## src/rtl/rst_seq_pkg.sv

```systemverilog
`timescale 1ns/1ps
package rst_seq_pkg;

    typedef enum logic [2:0] {
        SQ_OFF,
        SQ_COLD_HOLD,
        SQ_STAGGER,
        SQ_LOCK_WAIT,
        SQ_IDLE,
        SQ_WARM_HOLD
    } seq_state_e;

    typedef struct packed {
        logic por_n;
        logic sys_n;
        logic strap_oe;
        logic busy;
    } pin_drive_t;

    // ceil(ns / period), never below one cycle
    function automatic int unsigned ns_to_cyc(input int unsigned ns, input int unsigned period_ns);
        int unsigned c;
        c = (ns + period_ns - 1) / period_ns;
        if (c == 0) c = 1;
        return c;
    endfunction

    function automatic int unsigned max_u(input int unsigned a, input int unsigned b);
        return (a > b) ? a : b;
    endfunction

endpackage

```

## src/rtl/rst_seq_timer.sv

```systemverilog
`timescale 1ns/1ps
module rst_seq_timer #(
    parameter int unsigned CNT_W = 8
) (
    input  logic             clk,
    input  logic             rst_n,
    input  logic             load,
    input  logic [CNT_W-1:0] load_val,
    output logic             expired
);

    typedef struct packed {
        logic [CNT_W-1:0] cnt;
    } tmr_t;

    tmr_t tmr_d, tmr_q;

    always_comb begin
        tmr_d = tmr_q;
        if (load) begin
            tmr_d.cnt = load_val;
        end else if (tmr_q.cnt != '0) begin
            tmr_d.cnt = tmr_q.cnt - CNT_W'(1);
        end
    end

    always_ff @(posedge clk or negedge rst_n) begin
        if (!rst_n) tmr_q <= '0;
        else        tmr_q <= tmr_d;
    end

    assign expired = (tmr_q.cnt == '0);


    tmr_step_chk: assert property (@(posedge clk) disable iff (!rst_n)
        (!load && tmr_q.cnt != '0) |=> (tmr_q.cnt == $past(tmr_q.cnt) - CNT_W'(1)));


    tmr_load_chk: assert property (@(posedge clk) disable iff (!rst_n)
        load |=> (tmr_q.cnt == $past(load_val)));

endmodule

```

## src/rtl/rst_seq_strap.sv

```systemverilog
`timescale 1ns/1ps
module rst_seq_strap #(
    parameter int unsigned CFG_W = 24
) (
    input  logic             clk,
    input  logic             rst_n,
    input  logic             capture,
    input  logic [CFG_W-1:0] cfg_word,
    input  logic             oe,
    output logic [CFG_W-1:0] strap_bus
);

    typedef struct packed {
        logic [CFG_W-1:0] word;
    } strap_t;

    strap_t strap_d, strap_q;

    always_comb begin
        strap_d = strap_q;
        if (capture) strap_d.word = cfg_word;
    end

    always_ff @(posedge clk or negedge rst_n) begin
        if (!rst_n) strap_q <= '0;
        else        strap_q <= strap_d;
    end

    assign strap_bus = oe ? strap_q.word : '0;


    strap_steady_chk: assert property (@(posedge clk) disable iff (!rst_n)
        (oe && $past(oe)) |-> $stable(strap_bus));


    strap_idle_zero_chk: assert property (@(posedge clk) disable iff (!rst_n)
        !oe |-> (strap_bus == '0));

endmodule

```

## src/rtl/rst_seq_fsm.sv

```systemverilog
`timescale 1ns/1ps
module rst_seq_fsm
    import rst_seq_pkg::*;
#(
    parameter int unsigned CNT_W    = 8,
    parameter int unsigned HOLD_CYC = 100,
    parameter int unsigned STAG_CYC = 1,
    parameter int unsigned WARM_CYC = 25,
    parameter int unsigned LOCK_CYC = 75
) (
    input  logic             clk,
    input  logic             rst_n,
    input  logic             pwr_good,
    input  logic             warm_req,
    input  logic             pll_lock,
    input  logic             tmr_expired,
    output logic             tmr_load,
    output logic [CNT_W-1:0] tmr_val,
    output logic             strap_capture,
    output pin_drive_t       drv,
    output logic             timeout_err
);

    typedef struct packed {
        seq_state_e st;
        logic       cold_done;
        logic       err;
    } fsm_t;

    localparam logic [CNT_W-1:0] HOLD_LD = CNT_W'(HOLD_CYC - 1);
    localparam logic [CNT_W-1:0] STAG_LD = CNT_W'(STAG_CYC - 1);
    localparam logic [CNT_W-1:0] WARM_LD = CNT_W'(WARM_CYC - 1);
    localparam logic [CNT_W-1:0] LOCK_LD = CNT_W'(LOCK_CYC - 1);

    fsm_t fsm_d, fsm_q;

    always_comb begin
        fsm_d         = fsm_q;
        tmr_load      = 1'b0;
        tmr_val       = '0;
        strap_capture = 1'b0;
        if (!pwr_good) begin
            fsm_d.st        = SQ_OFF;
            fsm_d.cold_done = 1'b0;
        end else begin
            case (fsm_q.st)
                SQ_OFF: begin
                    fsm_d.st      = SQ_COLD_HOLD;
                    tmr_load      = 1'b1;
                    tmr_val       = HOLD_LD;
                    strap_capture = 1'b1;
                end
                SQ_COLD_HOLD: begin
                    if (tmr_expired) begin
                        fsm_d.st = SQ_STAGGER;
                        tmr_load = 1'b1;
                        tmr_val  = STAG_LD;
                    end
                end
                SQ_STAGGER: begin
                    if (tmr_expired) begin
                        fsm_d.st = SQ_LOCK_WAIT;
                        tmr_load = 1'b1;
                        tmr_val  = LOCK_LD;
                    end
                end
                SQ_LOCK_WAIT: begin
                    if (pll_lock) begin
                        fsm_d.st        = SQ_IDLE;
                        fsm_d.cold_done = 1'b1;
                    end else if (tmr_expired) begin
                        fsm_d.st  = SQ_IDLE;
                        fsm_d.err = 1'b1;
                    end
                end
                SQ_IDLE: begin
                    if (warm_req && fsm_q.cold_done) begin
                        fsm_d.st      = SQ_WARM_HOLD;
                        tmr_load      = 1'b1;
                        tmr_val       = WARM_LD;
                        strap_capture = 1'b1;
                    end
                end
                SQ_WARM_HOLD: begin
                    if (tmr_expired) begin
                        fsm_d.st = SQ_LOCK_WAIT;
                        tmr_load = 1'b1;
                        tmr_val  = LOCK_LD;
                    end
                end
                default: fsm_d.st = SQ_OFF;
            endcase
        end
    end

    always_ff @(posedge clk or negedge rst_n) begin
        if (!rst_n) begin
            fsm_q.st        <= SQ_OFF;
            fsm_q.cold_done <= 1'b0;
            fsm_q.err       <= 1'b0;
        end else begin
            fsm_q <= fsm_d;
        end
    end

    // Moore decode of the pin levels from the registered state
    always_comb begin
        drv = '{por_n: 1'b0, sys_n: 1'b0, strap_oe: 1'b0, busy: 1'b0};
        case (fsm_q.st)
            SQ_COLD_HOLD: drv = '{por_n: 1'b0, sys_n: 1'b0, strap_oe: 1'b1, busy: 1'b1};
            SQ_STAGGER:   drv = '{por_n: 1'b1, sys_n: 1'b0, strap_oe: 1'b1, busy: 1'b1};
            SQ_LOCK_WAIT: drv = '{por_n: 1'b1, sys_n: 1'b1, strap_oe: 1'b1, busy: 1'b1};
            SQ_IDLE:      drv = '{por_n: 1'b1, sys_n: 1'b1, strap_oe: 1'b0, busy: 1'b0};
            SQ_WARM_HOLD: drv = '{por_n: 1'b1, sys_n: 1'b0, strap_oe: 1'b1, busy: 1'b1};
            default:      drv = '{por_n: 1'b0, sys_n: 1'b0, strap_oe: 1'b0, busy: 1'b0};
        endcase
    end

    assign timeout_err = fsm_q.err;


    warm_gate_chk: assert property (@(posedge clk) disable iff (!rst_n)
        (fsm_q.st == SQ_IDLE && pwr_good && warm_req && !fsm_q.cold_done) |=> (fsm_q.st == SQ_IDLE));


    warm_after_cold_chk: assert property (@(posedge clk) disable iff (!rst_n)
        (fsm_q.st == SQ_WARM_HOLD) |-> fsm_q.cold_done);


    lock_accept_chk: assert property (@(posedge clk) disable iff (!rst_n)
        (fsm_q.st == SQ_LOCK_WAIT && pwr_good && pll_lock) |=> (fsm_q.st == SQ_IDLE && fsm_q.cold_done));


    power_abort_chk: assert property (@(posedge clk) disable iff (!rst_n)
        !pwr_good |=> (fsm_q.st == SQ_OFF && !fsm_q.cold_done));

endmodule

```

## src/rtl/cpu_reset_sequencer.sv

```systemverilog
`timescale 1ns/1ps
module cpu_reset_sequencer
    import rst_seq_pkg::*;
#(
    parameter int unsigned CFG_W          = 24,
    parameter int unsigned CLK_PERIOD_NS  = 20,
    parameter int unsigned COLD_HOLD_NS   = 2000,
    parameter int unsigned STAGGER_NS     = 10,
    parameter int unsigned WARM_HOLD_NS   = 500,
    parameter int unsigned LOCK_MAX_NS    = 1500,
    parameter int unsigned STRAP_SETUP_NS = 50
) (
    input  logic             clk,
    input  logic             rst_n,
    input  logic             pwr_good,
    input  logic             warm_req,
    input  logic             pll_lock,
    input  logic [CFG_W-1:0] cfg_word,
    output logic             por_rst_n,
    output logic             sys_rst_n,
    output logic [CFG_W-1:0] strap_bus,
    output logic             strap_oe,
    output logic             busy,
    output logic             timeout_err
);

    localparam int unsigned SETUP_CYC = ns_to_cyc(STRAP_SETUP_NS, CLK_PERIOD_NS);
    localparam int unsigned HOLD_CYC  = max_u(ns_to_cyc(COLD_HOLD_NS, CLK_PERIOD_NS), SETUP_CYC);
    localparam int unsigned STAG_CYC  = ns_to_cyc(STAGGER_NS, CLK_PERIOD_NS);
    localparam int unsigned WARM_CYC  = max_u(ns_to_cyc(WARM_HOLD_NS, CLK_PERIOD_NS), SETUP_CYC);
    localparam int unsigned LOCK_CYC  = ns_to_cyc(LOCK_MAX_NS, CLK_PERIOD_NS);
    localparam int unsigned MAX_CYC   = max_u(max_u(HOLD_CYC, WARM_CYC), max_u(STAG_CYC, LOCK_CYC));
    localparam int unsigned CNT_W     = max_u($clog2(MAX_CYC + 1), 1);

    logic             tmr_load;
    logic [CNT_W-1:0] tmr_val;
    logic             tmr_expired;
    logic             strap_capture;
    pin_drive_t       drv;

    rst_seq_timer #(
        .CNT_W (CNT_W)
    ) u_timer (
        .clk      (clk),
        .rst_n    (rst_n),
        .load     (tmr_load),
        .load_val (tmr_val),
        .expired  (tmr_expired)
    );

    rst_seq_fsm #(
        .CNT_W    (CNT_W),
        .HOLD_CYC (HOLD_CYC),
        .STAG_CYC (STAG_CYC),
        .WARM_CYC (WARM_CYC),
        .LOCK_CYC (LOCK_CYC)
    ) u_fsm (
        .clk           (clk),
        .rst_n         (rst_n),
        .pwr_good      (pwr_good),
        .warm_req      (warm_req),
        .pll_lock      (pll_lock),
        .tmr_expired   (tmr_expired),
        .tmr_load      (tmr_load),
        .tmr_val       (tmr_val),
        .strap_capture (strap_capture),
        .drv           (drv),
        .timeout_err   (timeout_err)
    );

    rst_seq_strap #(
        .CFG_W (CFG_W)
    ) u_strap (
        .clk       (clk),
        .rst_n     (rst_n),
        .capture   (strap_capture),
        .cfg_word  (cfg_word),
        .oe        (drv.strap_oe),
        .strap_bus (strap_bus)
    );

    assign por_rst_n = drv.por_n;
    assign sys_rst_n = drv.sys_n;
    assign strap_oe  = drv.strap_oe;
    assign busy      = drv.busy;


    por_first_chk: assert property (@(posedge clk) disable iff (!rst_n)
        !por_rst_n |-> !sys_rst_n);


    release_order_chk: assert property (@(posedge clk) disable iff (!rst_n)
        $rose(sys_rst_n) |-> $past(por_rst_n));


    strap_before_release_chk: assert property (@(posedge clk) disable iff (!rst_n)
        $rose(sys_rst_n) |-> ($past(strap_oe) && strap_oe));


    err_sticky_chk: assert property (@(posedge clk) disable iff (!rst_n)
        timeout_err |=> timeout_err);


    power_drop_pins_chk: assert property (@(posedge clk) disable iff (!rst_n)
        !pwr_good |=> (!por_rst_n && !sys_rst_n && !strap_oe && !busy));

endmodule

```

## config.mk

```make
export PLATFORM = sky130hd
export DESIGN_NAME = cpu_reset_sequencer
export DESIGN_NICKNAME = d
export VERILOG_FILES = /design/src/rtl/rst_seq_pkg.sv /design/src/rtl/rst_seq_timer.sv /design/src/rtl/rst_seq_strap.sv /design/src/rtl/rst_seq_fsm.sv /design/src/rtl/cpu_reset_sequencer.sv
export SDC_FILE = /design/constraint.sdc
export NUM_CORES = 1
export LEC_CHECK = 0
export BUFFER_PORTS_ARGS = -buffer_cell sky130_fd_sc_hd__buf_2
export CORE_ASPECT_RATIO = 1.5
export CORE_MARGIN = 2
export CORE_UTILIZATION = 46
export DETAILED_ROUTE_END_ITERATION = 16
export PLACE_DENSITY = 0.85
export SYNTH_ARGS = -nofsm -noshare
export SYNTH_HDL_FRONTEND = slang
export SYNTH_SLANG_ARGS = --single-unit
```

## constraint.sdc

```tcl
create_clock -name clk -period 1.6 [get_ports clk]
set_input_delay 0.16 -clock clk [delete_from_list [all_inputs] [get_ports clk]]
set_output_delay 0.16 -clock clk [all_outputs]
set_load 0.05 [all_outputs]
```

======== After elaboration in Yosys (flattened, before gate mapping) ========
Index checks and enable logic that the tools add are counted.
storage, ports and cells
  flip-flop bits (word level) ............. 36
  input bits .............................. 29
  output and inout bits ................... 29
  word-level logic and storage cells ...... 53
cells by class
  add/sub/neg operators ................... 1
  equal/unequal tests ..................... 11
  muxes and demuxes ....................... 25
  bitwise operators ....................... 1
  reductions and logical operators ........ 10
operators with widths
  operator             count
  $mux 7               4
  $mux 24              1
  $pmux 7 s3           1
  $pmux 4 s4           1
  $mux 3               5
  $pmux 3 s5           1
  $reduce_and 4->1     2
  $logic_not 7->1      1
  $mux 1               7
  $reduce_bool 7->1    1
  $sub 7x1->7 const B  1
  $eq 3x2->1 const B   2
  $eq 3x3->1 const B   2
  $ne 3x2->1 const B   2
  $mux 5               1
  $mux 4               1
  $ne 2x1->1 const B   2
  $ne 4x4->1 const B   1
  $eq 3x1->1 const B   1
  $logic_not 3->1      1
  $ne 3x3->1 const B   1
  $pmux 1 s3           1
  $reduce_or 3->1      1
  $mux 2               1
  6 further kinds      6

======== Logic depth before layout (Yosys ltp) ========
  depth after elaboration ................. 5
  depth in mapped cells ................... 6
  depth with buffers taken out ............ 6

======== By module ========
From an unflattened synthesis, not the netlist that was laid out.
unflattened totals
  cells, all modules ...................... 181
  area total of the unflattened synthesis .. 2048.2 µm²
by module, submodules not included
  module         times used  cells each  area each (µm²)  sequential area each (µm²)
  rst_seq_strap  1           77          1154.9           600.6
  rst_seq_fsm    1           61          459.2            125.1
  rst_seq_timer  1           43          434.2            175.2

======== Worst setup path after synthesis ========
Ideal clock, no wire load.
  path type ............................... register to output
  start ................................... register u_fsm.fsm_q[4] in the netlist's numbering
  end ..................................... output strap_bus[0]
  arrival time ............................ 1.999 ns
  required time ........................... 1.440 ns
  slack ................................... -0.559 ns
  stages on the path, launching flop included .. 5
  path buffers ............................ 2
  cell sequence ........................... dfrtp_1 clkbuf_1 a21oi_1 clkbuf_1 and2_1
between the ends
  longest elaborated chain between the ends .. 4
  elaborated cells on any way between the ends .. 8
  classes of those cells .................. eq/ne (5); mux (2); reduce/logical (1)
ends and longest elaborated chain
  item                                      line                       RTL
  start: declaration                        rst_seq_fsm.sv:35          fsm_t fsm_d, fsm_q;
  start signal: assignment                  rst_seq_fsm.sv:102         fsm_q <= fsm_d;
  $eq 3x2->1 or $eq 3x3->1 (tied branches)  rst_seq_fsm.sv:109         case (fsm_q.st)
  $reduce_or 2->1 (no line)                 --
  $pmux 4 s4 (*)                            rst_seq_fsm.sv:109
  $mux 24 (*)                               rst_seq_strap.sv:29        assign strap_bus = oe ? strap_q.word : '0;
  end: declaration                          cpu_reset_sequencer.sv:21  output logic [CFG_W-1:0] strap_bus,
Mark *: on every way between the ends. The rest lies on a longest branch, timed or not.

======== Worst setup path after layout ========
  start ................................... register u_timer.tmr_q[0] in the netlist's numbering
  end ..................................... register u_timer.tmr_q[0] in the netlist's numbering
between the ends
  longest elaborated chain between the ends .. 5
  elaborated cells on any way between the ends .. 9
  classes of those cells .................. add/sub (1); mux (5); reduce/logical (3)
ends and longest elaborated chain
  item                                                 line                 RTL
  start: declaration                                   rst_seq_timer.sv:16  tmr_t tmr_d, tmr_q;
  start signal: assignment                             rst_seq_timer.sv:29  else tmr_q <= tmr_d;
  branches (longest 5 deep; another with $sub 7x1->7)  --
Parallel ways; which one is timed is not known. The select of a mux whose other input is x is not followed.
A chain may end at the register's enable or synchronous reset.

==> run metrics <==
fillers 227; core area 3960 sq um; reg2reg end u_timer.tmr_q[0]; worst-path cell chain inv_2 > ha_4 > nor4b_4 > buf_4 > nand4_1 > o21ai_4 > mux2i_1; 1st-pass router iterations 4; FFs w/ async S/R, synth 100%; DR DRC count 0; maximum vdd drop 1180 uV; CTS Buffer Depth 2; synth unique cells 43; Die Span X 56.6 microns; skew final between 0.009 and 0.01 ns; Placed Instances 278; Post-Place Cell Area 2390 sq um; Diodes inserted 0; design area 3010 sq um; WL final 5.96 mm; # port buffers between 50 and 60; Worst-path clk slew 0.08 ns; clock sinks 36; Crit Path Max Fanout 5; Max-slew headroom 68.7%; Post-DRT Antenna Nets 0; Worst Hold Launch cfg_word[6]; routability cong. about 0.85; first-pass GRT wire length 7.96 mm; Avg WL per Cell ~20 microns; Avg Synthesized Cell Area around 11 sq um; Worst Slack Setup Final -0.152 ns; Primary FF master, synth dfrtp_1; total grt overflow 0; Initial Util 48.2%; via count 1729; RSZ-0062 raised after global routing yes; initial antenna violation count 0; Ys Warns 0; Synth Net Count 202; fin cells 301; root buffer cell clkbuf_8; failing checks setup timing; largest net degree at the start of global routing 37; number of synthesized flops with an enable pin 0; delay-heaviest family, CP simple AND/OR/NAND/NOR gates; leak pwr 1.39 nW; Die Footprint 4690 sq um; Via density 5.74; Die Y ~83 microns; Critical path origin u_timer.tmr_q[0]; Crit path depth 7; Hold Fails Final Rpt 0; DP HPWL 3.05 mm; Largest stage delay, worst path 0.39 ns; status finished, violations left; Pwr per Cell Area 1490 nW/um^2; Arr. time, crit path 1.97 ns; Slew @ Worst Pin 0.470 ns; CTS H-tree depth 2; Synth Register Bits 36; Sequential Area 902 sq um; Final #Nets 285; r2r startpoint u_timer.tmr_q[0]; layout cells sized above 1 63.3%; vias in the first global route 1700; latest clock arrival within the worst-skew pair 0.30 ns; max-slew violations 0; Worst Setup End Kind flop; flop2flop setup slack -0.15 ns; class of the worst hold path in -> reg; final setup fails 41; critical path class reg -> reg; CP Buf/Inv Count 2; All-Layer GR Usage 21.8%; Worst path slowest cell dfrtp_1; mapped cell area 1910 sq um; Multi-input gate area roughly 1100 sq um; Finished Core Util 75.9%; Crit path required time 1.82 ns; fmax 571 MHz; Area growth, synth to finish 57.5%; Setup crit end u_timer.tmr_q[0]; Seq/Total Area, Yosys 47.2%; reg2reg path depth 7; Rows 28; # IOs 58; Num CTS Buffers 5; max-cap check violation count 0; crit start category flop; DRT iter0 DRCs 44; post-layout min period 1.75 ns; final period utilization 109%; gate count of the mapped netlist roughly 170; CTS tree built
[repair_timing]
item	in CTS	in global routing
endpoints found under the hold margin	36	0
buffers inserted	3	9
hold buffers	1	0
gates resized for setup	57	57
pin swaps	4	21
endpoints found under the setup margin	35	61
cloned	1	3
[cells in the mapped netlist (3+ instances only)]
| library cell | instances | share of area (%) |
|---|---|---|
| clkbuf_1 | 5 | 0.98 |
| inv_1 | 6 | 1.2 |
| nand4_1 | 4 | 1.3 |
| buf_2 | 3 | 0.79 |
| mux2i_1 | 3 | 1.6 |
| a21o_1 | 3 | 1.2 |
| mux2_1 | 5 | 2.9 |
| nand2_1 | 7 | 1.4 |
| and2_1 | 24 | 7.9 |
| a21oi_1 | 4 | 1.0 |
| mux2_2 | 19 | 11 |
| o21ai_1 | 4 | 1.0 |
| nor2b_1 | 4 | 1.3 |
| o21ai_0 | 5 | 1.3 |
| nor2_1 | 7 | 1.4 |
| dfrtp_1 | 36 | 47 |
[report_power, final]
group	internal [mW]	total [mW]	switching [mW]
sequential	1.15	1.34	0.194
combinational	1.09	2.31	1.22
clock	0.461	0.813	0.352
[cell usage in the layout (no fill, tap or decap), types with 3 or more instances in the layout]
master and count:
mux2i_1 3, o21ai_2 3, o21ai_1 3, nor2_1 6, a21o_1 3, o21ai_0 3, and2_2 7, buf_2 30
and2_4 17, dfrtp_1 35, buf_8 18, clkbuf_8 5, buf_6 13, buf_12 3, buf_4 17, nor2b_1 3
mux2_2 19, nand4_1 4, nand2_1 4, mux2_1 5, inv_1 3
[how the worst min path moves through the flow]
| stage | cells past startpoint | end |
|---|---|---|
| floorplan | 0 | u_fsm.fsm_q[1] |
| global placement | 2 | u_strap.strap_q[10] |
| detailed placement | 2 | u_strap.strap_q[14] |
| CTS | 2 | u_strap.strap_q[8] |
| global route | 2 | u_strap.strap_q[6] |
| finish | 2 | u_strap.strap_q[6] |
[registers in the layout, summed over array words and instances (netlist names)]
register	count
u_strap.strap_q	24
u_fsm.fsm_q	4
u_timer.tmr_q	7
u_fsm.timeout_err	1
[layer usage]
layer / track usage [%] / up-vias / part of all wire, %
li1: - / 773 / -
met1: 23.6 / 858 / 35
met2: 39.4 / 76 / 57
met3: 4.67 / 22 / 5.0
met4: 9.31 / 0 / 3.1
met5: 0 / - / 0
[metrics by stage]
stage          worst slack [ns]  power, mW  setup TNS (ns)  hold slack [ns]
2_1_floorplan           -0.0440       2.57         -0.0448           -0.136
3_3_place_gp            -0.0200       3.00         -0.0200            0.221
3_5_place_dp            -0.0597       3.04          -0.252            0.226
4_1_cts                  -0.105       4.13           -2.40           0.0690
5_1_grt                  -0.245       4.66           -6.82           0.0655
6_report                 -0.152       4.47           -4.30           0.0743
[cell type report]
| type | instances | share of cell area, % |
|---|---|---|
| inverter | 6 | 0.916 |
| timing repair buffer | 84 | 27.1 |
| multi-input combinational | 122 | 36.4 |
| tap | 45 | 1.87 |
| clock inverter | 3 | 1.41 |
| sequential | 36 | 30.0 |
| clock buffer | 5 | 2.29 |
[kinds of logic after synthesis]
| family | count (synthesis) | synth area share, % |
|---|---|---|
| buffers and inverters | 15 | 3.34 |
| flip-flops | 36 | 47.2 |
| adder cells (fa/ha/maj) | 1 | 0.655 |
| AND/OR/NAND/NOR | 57 | 18.7 |
| multiplexers | 27 | 15.7 |
| AO/OA/AOI/OAI | 32 | 12.6 |
| XOR/XNOR | 4 | 1.84 |
Note: power is estimated with default switching activity, not from simulation.
